### src/rtl/pcb_pkg.sv
package pcb_pkg;
  typedef enum logic {
    SEQ_IDLE = 1'b0,
    SEQ_RUN  = 1'b1
  } seq_state_e;
endpackage

### src/rtl/pcb_page_latch.sv
module pcb_page_latch #(
  parameter int ADDR_W = 12,
  parameter int OFS_W  = 5,
  parameter int DATA_W = 8
) (
  input  logic                        clk,
  input  logic                        rst_n,
  input  logic                        load_i,
  input  logic [ADDR_W-1:0]           load_addr_i,
  input  logic                        byte_i,
  input  logic [DATA_W-1:0]           data_i,
  input  logic                        clear_i,
  input  logic [OFS_W-1:0]            rd_idx_i,
  output logic [DATA_W-1:0]           rd_data_o,
  output logic [(1<<OFS_W)-1:0]       dirty_o,
  output logic [ADDR_W-OFS_W-1:0]     page_o
);
  localparam int PAGE_N = 1 << OFS_W;
  localparam int PAGE_W = ADDR_W - OFS_W;

  logic [OFS_W-1:0]  ofs_q, ofs_d;
  logic [PAGE_W-1:0] page_q, page_d;
  logic [PAGE_N-1:0] dirty_q, dirty_d;
  logic [DATA_W-1:0] lat_q [PAGE_N];

  always_comb begin
    ofs_d   = ofs_q;
    page_d  = page_q;
    dirty_d = dirty_q;
    if (clear_i) dirty_d = '0;
    if (load_i) begin
      ofs_d   = load_addr_i[OFS_W-1:0];
      page_d  = load_addr_i[ADDR_W-1:OFS_W];
      dirty_d = '0;
    end else if (byte_i) begin
      ofs_d          = ofs_q + 1'b1;
      dirty_d[ofs_q] = 1'b1;
    end
  end

  always_ff @(posedge clk or negedge rst_n) begin
    if (!rst_n) begin
      ofs_q   <= '0;
      page_q  <= '0;
      dirty_q <= '0;
    end else begin
      ofs_q   <= ofs_d;
      page_q  <= page_d;
      dirty_q <= dirty_d;
    end
  end

  for (genvar g = 0; g < PAGE_N; g++) begin : g_slot
    logic slot_en;
    assign slot_en = byte_i && !load_i && (ofs_q == OFS_W'(g));
    always_ff @(posedge clk) begin
      if (slot_en) lat_q[g] <= data_i;
    end
  end

  assign rd_data_o = lat_q[rd_idx_i];
  assign dirty_o   = dirty_q;
  assign page_o    = page_q;

  // a data byte never moves the page number
  a_r2_page_fixed: assert property (@(posedge clk) disable iff (!rst_n)
    (byte_i && !load_i) |=> $stable(page_o));
endmodule

### src/rtl/pcb_commit_seq.sv
module pcb_commit_seq
  import pcb_pkg::*;
#(
  parameter int OFS_W         = 5,
  parameter int COMMIT_CYCLES = 1250000
) (
  input  logic             clk,
  input  logic             rst_n,
  input  logic             stop_i,
  input  logic             wp_i,
  input  logic             any_dirty_i,
  output logic             busy_o,
  output logic             scan_vld_o,
  output logic [OFS_W-1:0] scan_idx_o,
  output logic             done_o
);
  localparam int PAGE_N = 1 << OFS_W;
  localparam int CNT_W  = $clog2(COMMIT_CYCLES + 1);
  localparam logic [CNT_W-1:0] LAST = CNT_W'(COMMIT_CYCLES - 1);

  seq_state_e       state_q, state_d;
  logic [CNT_W-1:0] cnt_q, cnt_d;

  always_comb begin
    state_d = state_q;
    cnt_d   = cnt_q;
    unique case (state_q)
      SEQ_IDLE: begin
        if (stop_i && any_dirty_i && !wp_i) begin
          state_d = SEQ_RUN;
          cnt_d   = '0;
        end
      end
      SEQ_RUN: begin
        if (cnt_q == LAST) begin
          state_d = SEQ_IDLE;
          cnt_d   = '0;
        end else begin
          cnt_d = cnt_q + 1'b1;
        end
      end
      default: state_d = SEQ_IDLE;
    endcase
  end

  always_ff @(posedge clk or negedge rst_n) begin
    if (!rst_n) begin
      state_q <= SEQ_IDLE;
      cnt_q   <= '0;
    end else begin
      state_q <= state_d;
      cnt_q   <= cnt_d;
    end
  end

  assign busy_o     = (state_q == SEQ_RUN);
  assign done_o     = busy_o && (cnt_q == LAST);
  assign scan_vld_o = busy_o && (cnt_q < CNT_W'(PAGE_N));
  assign scan_idx_o = cnt_q[OFS_W-1:0];

  // busy holds until the timer's final cycle, then drops
  a_r5_busy_hold: assert property (@(posedge clk) disable iff (!rst_n)
    (busy_o && !done_o) |=> busy_o);
  a_r5_busy_end: assert property (@(posedge clk) disable iff (!rst_n)
    done_o |=> !busy_o);
  // write protect prevents a launch
  a_r6_wp_no_launch: assert property (@(posedge clk) disable iff (!rst_n)
    (!busy_o && wp_i) |=> !busy_o);
  // an empty page never launches
  a_r9_empty_no_launch: assert property (@(posedge clk) disable iff (!rst_n)
    (!busy_o && !any_dirty_i) |=> !busy_o);
endmodule

### src/rtl/page_commit_buffer.sv
module page_commit_buffer #(
  parameter int ADDR_W        = 12,
  parameter int OFS_W         = 5,
  parameter int DATA_W        = 8,
  parameter int COMMIT_CYCLES = 1250000
) (
  input  logic              clk,
  input  logic              rst_n,
  input  logic              wp_i,
  input  logic              addr_load_i,
  input  logic [ADDR_W-1:0] addr_i,
  input  logic              byte_valid_i,
  input  logic [DATA_W-1:0] byte_data_i,
  input  logic              start_i,
  input  logic              stop_i,
  output logic              busy_o,
  output logic              mem_we_o,
  output logic [ADDR_W-1:0] mem_addr_o,
  output logic [DATA_W-1:0] mem_wdata_o
);
  localparam int PAGE_N = 1 << OFS_W;
  localparam int PAGE_W = ADDR_W - OFS_W;

  logic              busy, done, scan_vld;
  logic [OFS_W-1:0]  scan_idx;
  logic [PAGE_N-1:0] dirty;
  logic [PAGE_W-1:0] page;
  logic [DATA_W-1:0] rd_data;
  logic              load_g, byte_g, clear;

  // strobes only act while no commit runs
  assign load_g = addr_load_i && !busy;
  assign byte_g = byte_valid_i && !busy;
  assign clear  = done || (!busy && (start_i || (stop_i && wp_i)));

  pcb_page_latch #(.ADDR_W(ADDR_W), .OFS_W(OFS_W), .DATA_W(DATA_W)) u_latch (
    .clk         (clk),
    .rst_n       (rst_n),
    .load_i      (load_g),
    .load_addr_i (addr_i),
    .byte_i      (byte_g),
    .data_i      (byte_data_i),
    .clear_i     (clear),
    .rd_idx_i    (scan_idx),
    .rd_data_o   (rd_data),
    .dirty_o     (dirty),
    .page_o      (page)
  );

  pcb_commit_seq #(.OFS_W(OFS_W), .COMMIT_CYCLES(COMMIT_CYCLES)) u_seq (
    .clk         (clk),
    .rst_n       (rst_n),
    .stop_i      (stop_i),
    .wp_i        (wp_i),
    .any_dirty_i (|dirty),
    .busy_o      (busy),
    .scan_vld_o  (scan_vld),
    .scan_idx_o  (scan_idx),
    .done_o      (done)
  );

  assign busy_o      = busy;
  assign mem_we_o    = scan_vld && dirty[scan_idx] && !wp_i;
  assign mem_addr_o  = {page, scan_idx};
  assign mem_wdata_o = rd_data;

  // array writes only inside a commit
  a_r4_we_in_busy: assert property (@(posedge clk) disable iff (!rst_n)
    mem_we_o |-> busy_o);
  // the latched set is frozen during a commit and empty afterwards
  a_r10_mask_frozen: assert property (@(posedge clk) disable iff (!rst_n)
    busy_o |=> (busy_o ? $stable(dirty) : (dirty == '0)));
  // an accepted START leaves nothing latched
  a_r8_start_discards: assert property (@(posedge clk) disable iff (!rst_n)
    (start_i && !busy_o && !byte_valid_i && !addr_load_i) |=> (dirty == '0));
endmodule

### config.mk
export PLATFORM = sky130hd
export DESIGN_NAME = page_commit_buffer
export DESIGN_NICKNAME = d
export VERILOG_FILES = /design/src/rtl/pcb_pkg.sv /design/src/rtl/pcb_page_latch.sv /design/src/rtl/pcb_commit_seq.sv /design/src/rtl/page_commit_buffer.sv
export SDC_FILE = /design/constraint.sdc
export NUM_CORES = 1
export LEC_CHECK = 0
export BUFFER_PORTS_ARGS = -buffer_cell sky130_fd_sc_hd__buf_4
export CAP_MARGIN = 15
export CORE_ASPECT_RATIO = 0.9
export CORE_MARGIN = 4
export CORE_UTILIZATION = 35
export CTS_CLUSTER_DIAMETER = 60
export CTS_CLUSTER_SIZE = 14
export DETAILED_ROUTE_END_ITERATION = 8
export GPL_ROUTABILITY_DRIVEN = 0
export GPL_TIMING_DRIVEN = 0
export PLACE_DENSITY_LB_ADDON = 0.2
export SYNTH_ARGS = -nofsm -noshare
export SYNTH_HDL_FRONTEND = slang
export SYNTH_SLANG_ARGS = --single-unit
### constraint.sdc
create_clock -name clk -period 4.9 [get_ports clk]
set_clock_uncertainty 0.05 [all_clocks]
set_input_delay 0.98 -clock clk [delete_from_list [all_inputs] [get_ports clk]]
set_output_delay 0.98 -clock clk [all_outputs]
set_load 0.005 [all_outputs]
==> run_results.csv, run 1 <==
group,metric,value,unit
sta,tns,0,ps
power,clkPwrFrac,27.9,%
global_routing,grt_pass1_vias,7123,
floorplanning,die_y,193,um
clock_network,cts_tree,"built",
global_routing,antenna_found_initial,0,
synthesis,post-synth-top-count-cell,"edfxtp_1",
routing,routed_via_density,5.35,
sta,final_max_slew_viol_count,0,
sta,grt_setup_unrepaired,"false",
critical_path,r2r_end,"u_seq.cnt_q[18]",
power,pwr-share-seq,40.6,%
sta,fmax,217,MHz
run_status,status,"finished clean",
synthesis,synthMuxAreaShare,15.7,%
synthesis,synth_edf_count,256,
min_path,hold_depth,1,
power,cellPowerDensity,514,nW/um^2
synthesis,yosys_warnings,0,
critical_path,worstSetupPathType,"flop to output pin",
synthesis,synthDistinctLibCells,48,
synthesis,synth-seq-area-share,70.1,%
synthesis,netlist_instances,742,
global_routing,grt_max_degree,67,
cells_and_area,nNetsFinal,855,
critical_path,worst_setup_path_start_kind,"flop",
clock_network,cts_root_buf,"clkbuf_16",
clock_network,cts_buffers,29,
synthesis,synth.avg_cell_area,18.0,um^2
global_routing,grt_pass1_wl,47.4,mm
synthesis,async_flop_share,20.5,%
power,intPower,5.38,mW
routing,top_layer,"met4",
sta,worst_slack,289,ps
clock_network,cts_buffer_depth,3,
synthesis,synth_nets,776,
placed_design,io_buffers,48,
sta,worst_pin_slew,1190,ps
clock_network,path_clk_slew,70,ps
floorplanning,die_area,41200,um^2
sta,final.period_utilization,94.1,%
global_routing,track_usage,15.5,%
clock_network,post_cts_buffers,0,
clock_network,insertion_delay,550,ps
cells_and_area,diodes,0,
sta,fin_crit,4610,ps
synthesis,synth-compound-area-share,5.19,%
placed_design,dp_hpwl,21.0,mm
routing,route.met2.wl,15.2,mm
routing,dr.pass1.iters,5,
floorplanning,coreArea,37400,um^2
floorplanning,ios,49,
power,p_sw,2.42,mW
floorplanning,floorplan.initialDensity,35.6,%
synthesis,synth-simple-area-share,6.27,%
power,comb_power_share,31.5,%
routing,met1Wirelength,14.7,mm
clock_network,cts.hold.buffers_added,0,
critical_path,reg2reg_slack,2210,ps
routing,drt_iter0_markers,602,
critical_path,reg2reg_depth,6,
min_path,hold_class,"flop to flop",
placed_design,pre_cts_ws,778,ps
cells_and_area,utilization,40.6,%
synthesis,synth_fa_ha_area_share,0.658,%
clock_network,cts-resized-gates,0,
routing,drc_errors,0,
cells_and_area,drive_gt1_share,24.4,%
synthesis,synth_area,13300,um^2
synthesis,synth_commonest_cells,"edfxtp_1 (256), mux4_2 (80), dfrtp_1 (66)",
floorplanning,dieWidth,214,um
global_routing,grt_overflow_total,0,
sta,timing.slew.headroom,20.5,%
critical_path,r2r-start,"u_seq.cnt_q[0]",
synthesis,synth_top_family_by_area,"multiplexers",
synthesis,synthTopCellsByArea,"edfxtp_1 (58%), mux4_2 (14%), dfrtp_1 (12%)",
synthesis,synth_top_cell_area_share,57.7,%
critical_path,required,3870,ps
clock_network,htree_levels,1,
power,power.leakage,5.62,nW
power,swShare,31.0,%
power,max-vdd-ir-drop,0.341,mV
floorplanning,num_rows,67,
run,drv_cap,0,
sta,finalSetupViolCount,0,
routing,vias,7099,
routing,wirelength,31.7,mm
synthesis,synth_top_area_cell,"edfxtp_1",
routing,wl_per_cell,23.9,um
min_path,holdCritStartpoint,"u_latch.dirty_o[12]",
cells_and_area,layoutNonFillerInstCount,1326,
sta,hold_viol_final,0,
clock_network,cts_sinks,322,
synthesis,yosys.area_share.xor_xnor,0,%
power,power,7.80,mW
min_path,hold_end,"u_latch.dirty_o[12]",
critical_path,crit_fanout,10,
cells_and_area,syn_to_final_growth,13.8,%
routing,wl_met3,1.21,mm
synthesis,ys_seq_elements,322,
placed_design,placedCellCount,1273,
synthesis,ys.flop_type,"edfxtp_1",
critical_path,cp.arrival,3580,ps
critical_path,end_kind,"output pin",
routing,ant_nets,0,
[sequential cells by signal, indices dropped and copies added (netlist names)]
| signal | count |
|---|---|
| u_latch.lat_q | 256 |
| u_latch.dirty_o | 32 |
| u_seq.cnt_q | 21 |
| u_latch.page_o | 7 |
| u_latch.ofs_q | 5 |
| u_seq.busy_o | 1 |
[power groups by stage]
| stage | Sequential (mW) | Clock (mW) | Combinational [mW] |
|---|---|---|---|
| 6_report | 3.16 | 2.18 | 2.45 |
| 5_1_grt | 3.18 | 2.35 | 2.64 |
| 4_1_cts | 3.16 | 2.23 | 2.51 |
| 3_5_place_dp | 3.22 | 0 | 2.51 |
| 3_3_place_gp | 3.22 | 0 | 2.50 |
| 2_1_floorplan | 3.19 | 0 | 1.57 |
[metrics by stage]
stage          cell area [um^2]  hold slack (ps)
5_1_grt                   15200              470
4_1_cts                   15200              452
3_3_place_gp              14300              434
3_5_place_dp              14300              435
6_report                  15200              450
2_1_floorplan             13300              417
[logic make-up (layout without fill, tap and decap cells)]
family                   Yosys count  after routing
flip-flops                       322            322
AND/OR/NAND/NOR                  156            156
buffers and inverters             55            156
multiplexers                     108            108
adder cells (fa/ha/maj)            7              7
AO/OA/AOI/OAI                     94             94
[worst max path at each step]
stage	from	to	slack, ps	cells past startpoint
global placement	u_seq.cnt_q[1]	mem_wdata_o[7]	780	8
global route	u_seq.cnt_q[1]	mem_wdata_o[7]	40	8
detailed placement	u_seq.cnt_q[1]	mem_wdata_o[7]	780	8
CTS	u_seq.cnt_q[1]	mem_wdata_o[7]	180	8
finish	u_seq.cnt_q[1]	mem_wdata_o[7]	290	8
floorplan	u_seq.cnt_q[0]	mem_wdata_o[5]	1930	7
[layer usage]
metal  up-vias  GRT usage (%)
li1       3152              -
met3        34           2.48
met2       139           24.9
met5         -              0
met1      3774           22.8
met4         0           3.15
[area by class of cell]
class / instances / area (um^2)
inverters: 5 / 18.8
repair buffers: 48 / 360
flip-flops and latches: 322 / 9340
clock inverters: 6 / 73.8
well taps: 483 / 604
multi-input cells: 365 / 3710
fillers: 3373 / 22200
plain buffers: 50 / 256
clock buffers: 47 / 803
[critical path, cell delays in order, from the launching register on]
cell     delay, ps
dfrtp_1        430
buf_2          350
buf_2          350
buf_1          610
mux4_2         430
mux2i_1        370
a22oi_1        160
o21a_1         180
buf_4          150
[cells in the final DEF, fill, tap and decap left out, drive strengths merged, types with 8 or more instances in the layout]
cell and count:
a211o 12, a21o 32, a21oi 8, a22oi 11, and3 24, buf 82
clkbuf 63, dfrtp 66, edfxtp 256, inv 10, mux2i 21, mux4 80
nand2 26, nand3 9, nor2 37, nor3 18, nor4 13, o21a 8
o21ai 11
No activity file was read; power rests on OpenSTA's default activity.
==> run 2, diff against run 1 <==
--- a/config.mk
+++ b/config.mk
@@ -8,7 +8,6 @@
 export BUFFER_PORTS_ARGS = -buffer_cell sky130_fd_sc_hd__buf_4
 export CAP_MARGIN = 15
 export CORE_ASPECT_RATIO = 0.9
-export CORE_MARGIN = 4
 export CORE_UTILIZATION = 35
 export CTS_CLUSTER_DIAMETER = 60
 export CTS_CLUSTER_SIZE = 14
==> run 2 against run 1 <==
Fmax up 0.29%. Largest power group unchanged. Sequential share of layout area down 0.23 points. Total power up 0.71%. Design area up 0.38%. Critical path depth unchanged. Sequential power about the same. Wire length down 0.25%. Clock power up 3%. Hold slack better by 4.0 ps. Utilization up 0.15 points. Global-route usage up 1.1 points.
==> run_results.csv, run 2 (synthesis results as in run 1) <==
group,metric,value,unit
routing,routed_via_density,5.35,
placed_design,io_buffers,48,
global_routing,grt_pass1_wl,47.9,mm
clock_network,htree_levels,1,
critical_path,timing.critical_path.mode_cell,"buf_2",
cells_and_area,multi_input_area,3710,um^2
run_status,status,"finished clean",
clock_network,insertion_delay,570,ps
floorplanning,coreArea,37400,um^2
routing,drc_errors,0,
sta,final_max_slew_viol_count,0,
critical_path,crit_fanout,10,
critical_path,worst_setup_path_start_kind,"flop",
floorplanning,die_y,187,um
floorplanning,dieWidth,208,um
critical_path,reg2reg_depth,5,
cells_and_area,largest_reg_flops,256,
critical_path,r2r_end,"u_latch.lat_q[28][5]",
min_path,hold_depth,1,
sta,tns,0,ps
sta,final.period_utilization,93.8,%
cells_and_area,top_register,"u_latch.lat_q",
min_path,hold_class,"flop to flop",
power,power.leakage,5.65,nW
sta,finalSetupViolCount,0,
clock_network,cts_sinks,322,
floorplanning,floorplan.initialDensity,35.6,%
sta,fin_crit,4600,ps
cells_and_area,drive_gt1_share,24.9,%
routing,wirelength,31.6,mm
critical_path,reg2reg_slack,2200,ps
critical_path,end_kind,"output pin",
cells_and_area,syn_to_final_growth,14.3,%
cells_and_area,nFillCells,3428,
floorplanning,die_area,38800,um^2
clock_network,cts.hold.buffers_added,0,
clock_network,path_clk_slew,60,ps
sta,grt_setup_unrepaired,"false",
critical_path,worstSetupPathType,"flop to output pin",
clock_network,cts_buffer_depth,3,
floorplanning,num_rows,67,
floorplanning,ios,49,
global_routing,grt_overflow_total,0,
placed_design,dp_hpwl,20.7,mm
min_path,holdCritStartpoint,"u_latch.dirty_o[29]",
cells_and_area,nNetsFinal,856,
clock_network,cts_buffers,30,
global_routing,antenna_found_initial,0,
min_path,hold_end,"u_latch.dirty_o[29]",
critical_path,cp.arrival,3570,ps
sta,hold_viol_final,0,
global_routing,track_usage,16.7,%
placed_design,place_area,14300,um^2
clock_network,post_cts_buffers,0,
routing,vias,7114,
critical_path,crit_path_cell_trace,"buf_2 -> buf_2 -> buf_1 -> mux4_2 -> mux2i_1 -> a22oi_1 -> o21a_1 -> buf_4",
clock_network,cts-resized-gates,0,
global_routing,grt_pass1_vias,7108,
clock_network,cts_root_buf,"clkbuf_16",
cells_and_area,final_common_cell,"edfxtp_1",
cells_and_area,mostFrequentLayoutCells,"edfxtp_1 (256), mux4_2 (80), dfrtp_1 (66)",
routing,ant_nets,0,
routing,drt_iter0_markers,544,
global_routing,grt_max_degree,67,
sta,timing.slew.headroom,23.6,%
clock_network,cts_tree,"built",
power,cellPowerDensity,516,nW/um^2
critical_path,required,3870,ps
critical_path,r2r-start,"u_seq.busy_o",
routing,wl_per_cell,23.8,um
critical_path,slowest_stage,"buf_1",
placed_design,pre_cts_ws,743,ps
cells_and_area,diodes,0,
sta,worst_pin_slew,1140,ps
power,max-vdd-ir-drop,0.334,mV
cells_and_area,final_area,15200,um^2
routing,dr.pass1.iters,4,
run,drv_cap,0,
critical_path,critical-path-max-stage-delay,650,ps
sta,worst_slack,302,ps
sta,fmax,217,MHz
cells_and_area,seqCellArea,9340,um^2
## run 2: area by class of cell
type                       count  area share [%]
timing repair buffer          48            2.37
multi-input combinational    365            24.4
clock buffer                  49            5.74
clock inverter                 7           0.403
inverter                       5           0.123
tap                          483            3.97
buffer                        50            1.69
sequential                   322            61.4
## run 2: routing by layer
metal | GRT usage, % | vias up | wire (um)
met3 | 2.50 | 35 | 1250
met4 | 3.19 | 0 | 442
met5 | 0 | - | 0
met1 | 24.6 | 3782 | 14500
met2 | 26.4 | 153 | 15400
li1 | - | 3144 | -
## run 2: how the worst max path moves through the flow
| stage | to | slack [ps] | depth (start not counted) | start |
|---|---|---|---|---|
| finish | mem_wdata_o[5] | 300 | 8 | u_seq.cnt_q[1] |
| global route | mem_wdata_o[5] | 50 | 8 | u_seq.cnt_q[1] |
| CTS | mem_wdata_o[5] | 140 | 8 | u_seq.cnt_q[1] |
| detailed placement | mem_wdata_o[5] | 740 | 8 | u_seq.cnt_q[1] |
| global placement | mem_wdata_o[5] | 740 | 8 | u_seq.cnt_q[1] |
| floorplan | mem_wdata_o[5] | 1930 | 7 | u_seq.cnt_q[0] |
## run 2: where the power goes
| part | switching [mW] | internal (mW) |
|---|---|---|
| logic | 1.31 | 1.14 |
| clock network | 1.01 | 1.23 |
| registers | 0.103 | 3.06 |
## run 2: per-stage QoR
stage / cells / power [mW] / util (%) / hold WS, ps
final: 1329 / 7.85 / 40.7 / 454
after global routing: 1329 / 8.23 / 40.7 / 465
after CTS: 1329 / 7.98 / 40.7 / 456
after detailed placement: 1273 / 5.72 / 38.2 / 440
after global placement: 1273 / 5.71 / 38.2 / 433
after floorplan: 742 / 4.76 / - / 417
## run 2: critical path: cells and delay by family, from the launching register on
kind / cells / cell delay, ps
flops: 1 / 420
mux: 2 / 760
buf+inv: 4 / 1460
compound gates: 2 / 350
==> run 3, diff against run 2 <==
--- a/config.mk
+++ b/config.mk
@@ -5,13 +5,13 @@
 export SDC_FILE = /design/constraint.sdc
 export NUM_CORES = 1
 export LEC_CHECK = 0
-export BUFFER_PORTS_ARGS = -buffer_cell sky130_fd_sc_hd__buf_4
 export CAP_MARGIN = 15
 export CORE_ASPECT_RATIO = 0.9
 export CORE_UTILIZATION = 35
 export CTS_CLUSTER_DIAMETER = 60
 export CTS_CLUSTER_SIZE = 14
 export DETAILED_ROUTE_END_ITERATION = 8
+export DONT_BUFFER_PORTS = 1
 export GPL_ROUTABILITY_DRIVEN = 0
 export GPL_TIMING_DRIVEN = 0
 export PLACE_DENSITY_LB_ADDON = 0.2
==> run 3 against run 2 <==
Utilization down 0.95 points. Flip-flop and latch count unchanged. Die area is the same. Worst setup slack better by 100 ps. Total power down 2.6%.
==> run_results.csv, run 3 (synthesis results as in run 1) <==
group,metric,value,unit
critical_path,worstSetupPathType,"flop to output pin",
cells_and_area,diodes,0,
cells_and_area,final_common_cell,"edfxtp_1",
cells_and_area,syn_to_final_growth,11.6,%
clock_network,cts_buffers,30,
sta,final_max_slew_viol_count,0,
cells_and_area,mostFrequentLayoutCells,"edfxtp_1 (256), mux4_2 (80), dfrtp_1 (66)",
critical_path,crit_end,"mem_wdata_o[0]",
clock_network,cts.hold.buffers_added,0,
sta,finalSetupViolCount,0,
sta,grt_setup_unrepaired,"false",
clock_network,cts-resized-gates,0,
floorplanning,num_rows,67,
cells_and_area,final_area,14900,um^2
placed_design,io_buffers,0,
floorplanning,ios,49,
sta,fmax,223,MHz
sta,worst_slack,407,ps
floorplanning,dieWidth,208,um
placed_design,placedCellCount,1225,
cells_and_area,drive_gt1_share,20.6,%
power,cellPowerDensity,514,nW/um^2
clock_network,post_cts_buffers,0,
global_routing,antenna_found_initial,0,
placed_design,dp_hpwl,21.0,mm
floorplanning,die_area,38800,um^2
routing,dr.pass1.iters,4,
critical_path,reg2reg_slack,2200,ps
critical_path,r2r-start,"u_seq.busy_o",
floorplanning,coreArea,37400,um^2
routing,ant_nets,0,
clock_network,cts_sinks,322,
cells_and_area,largest_reg_flops,256,
power,max-vdd-ir-drop,0.263,mV
critical_path,r2r_end,"u_latch.lat_q[20][1]",
critical_path,required,3870,ps
cells_and_area,layoutNonFillerInstCount,1281,
power,power,7.64,mW
sta,hold_viol_final,0,
routing,drt_iter0_markers,432,
floorplanning,floorplan.initialDensity,35.6,%
cells_and_area,top_register,"u_latch.lat_q",
routing,routed_via_density,5.42,
routing,drc_errors,0,
critical_path,worst_setup_path_start_kind,"flop",
clock_network,cts_buffer_depth,3,
clock_network,htree_levels,1,
critical_path,timing.critical_path.from,"u_seq.cnt_q[1]",
floorplanning,die_y,187,um
min_path,hold_class,"primary input to asynchronous set/reset pin",
cells_and_area,utilization,39.8,%
critical_path,crit_fanout,10,
routing,wirelength,31.5,mm
global_routing,grt_pass1_wl,47.5,mm
sta,final.period_utilization,91.7,%
power,power.leakage,5.43,nW
critical_path,end_kind,"output pin",
sta,fin_crit,4490,ps
global_routing,grt_max_degree,67,
critical_path,cp.arrival,3460,ps
clock_network,path_clk_slew,60,ps
global_routing,track_usage,16.6,%
global_routing,grt_overflow_total,0,
run_status,status,"finished clean",
global_routing,grt_pass1_vias,7049,
clock_network,cts_root_buf,"clkbuf_16",
clock_network,cts_tree,"built",
run,drv_cap,0,
routing,wl_per_cell,24.6,um
cells_and_area,nNetsFinal,808,
placed_design,place_area,13900,um^2
routing,vias,6941,
sta,worst_pin_slew,1120,ps
clock_network,insertion_delay,570,ps
sta,tns,0,ps
sta,timing.slew.headroom,24.8,%
placed_design,pre_cts_ws,910,ps
critical_path,reg2reg_depth,5,
sta,hold_ws,60.0,ps
==> run 3: cell count changes in the layout (fill, tap and decap cells not counted), sizes merged <==
cell,previous run,this run
clkbuf,65,61
clkinv,2,5
bufinv,0,1
buf,82,34
==> run 3: how the worst min path moves through the flow <==
stage	end	slack, ps	cells past startpoint
floorplan	u_latch.dirty_o[14]	420	1
global placement	u_latch.dirty_o[18]	430	1
detailed placement	u_latch.dirty_o[29]	440	1
CTS	u_latch.page_o[3]	30	0
global route	u_seq.cnt_q[14]	30	0
finish	u_seq.cnt_q[14]	60	0
==> run 3: power breakdown <==
group	internal, mW	switching, mW
clock network	1.25	1.03
registers	3.06	0.112
logic	0.980	1.21
==> run 3: final cells by class <==
| class | count | area (um^2) |
|---|---|---|
| inverters | 5 | 18.8 |
| plain buffers | 50 | 256 |
| clock buffers | 45 | 838 |
| multi-input cells | 365 | 3710 |
| clock inverters | 11 | 100 |
| well taps | 483 | 604 |
| flip-flops and latches | 322 | 9340 |
| fillers | 3446 | 22500 |
==> run 3: critical path, cell delays in order (launching register included) <==
cell	delay (ps)
dfrtp_1	430
buf_2	320
buf_2	350
buf_1	620
mux4_2	430
mux2i_1	370
a22oi_1	170
o21a_1	200
==> run 3: layer usage <==
layer | GRT usage (%) | wire, um | up-vias
met3 | 2.67 | 1420 | 35
met5 | 0 | 0 | -
met2 | 26.9 | 15400 | 163
li1 | - | - | 3049
met4 | 3.25 | 454 | 0
met1 | 23.8 | 14200 | 3694
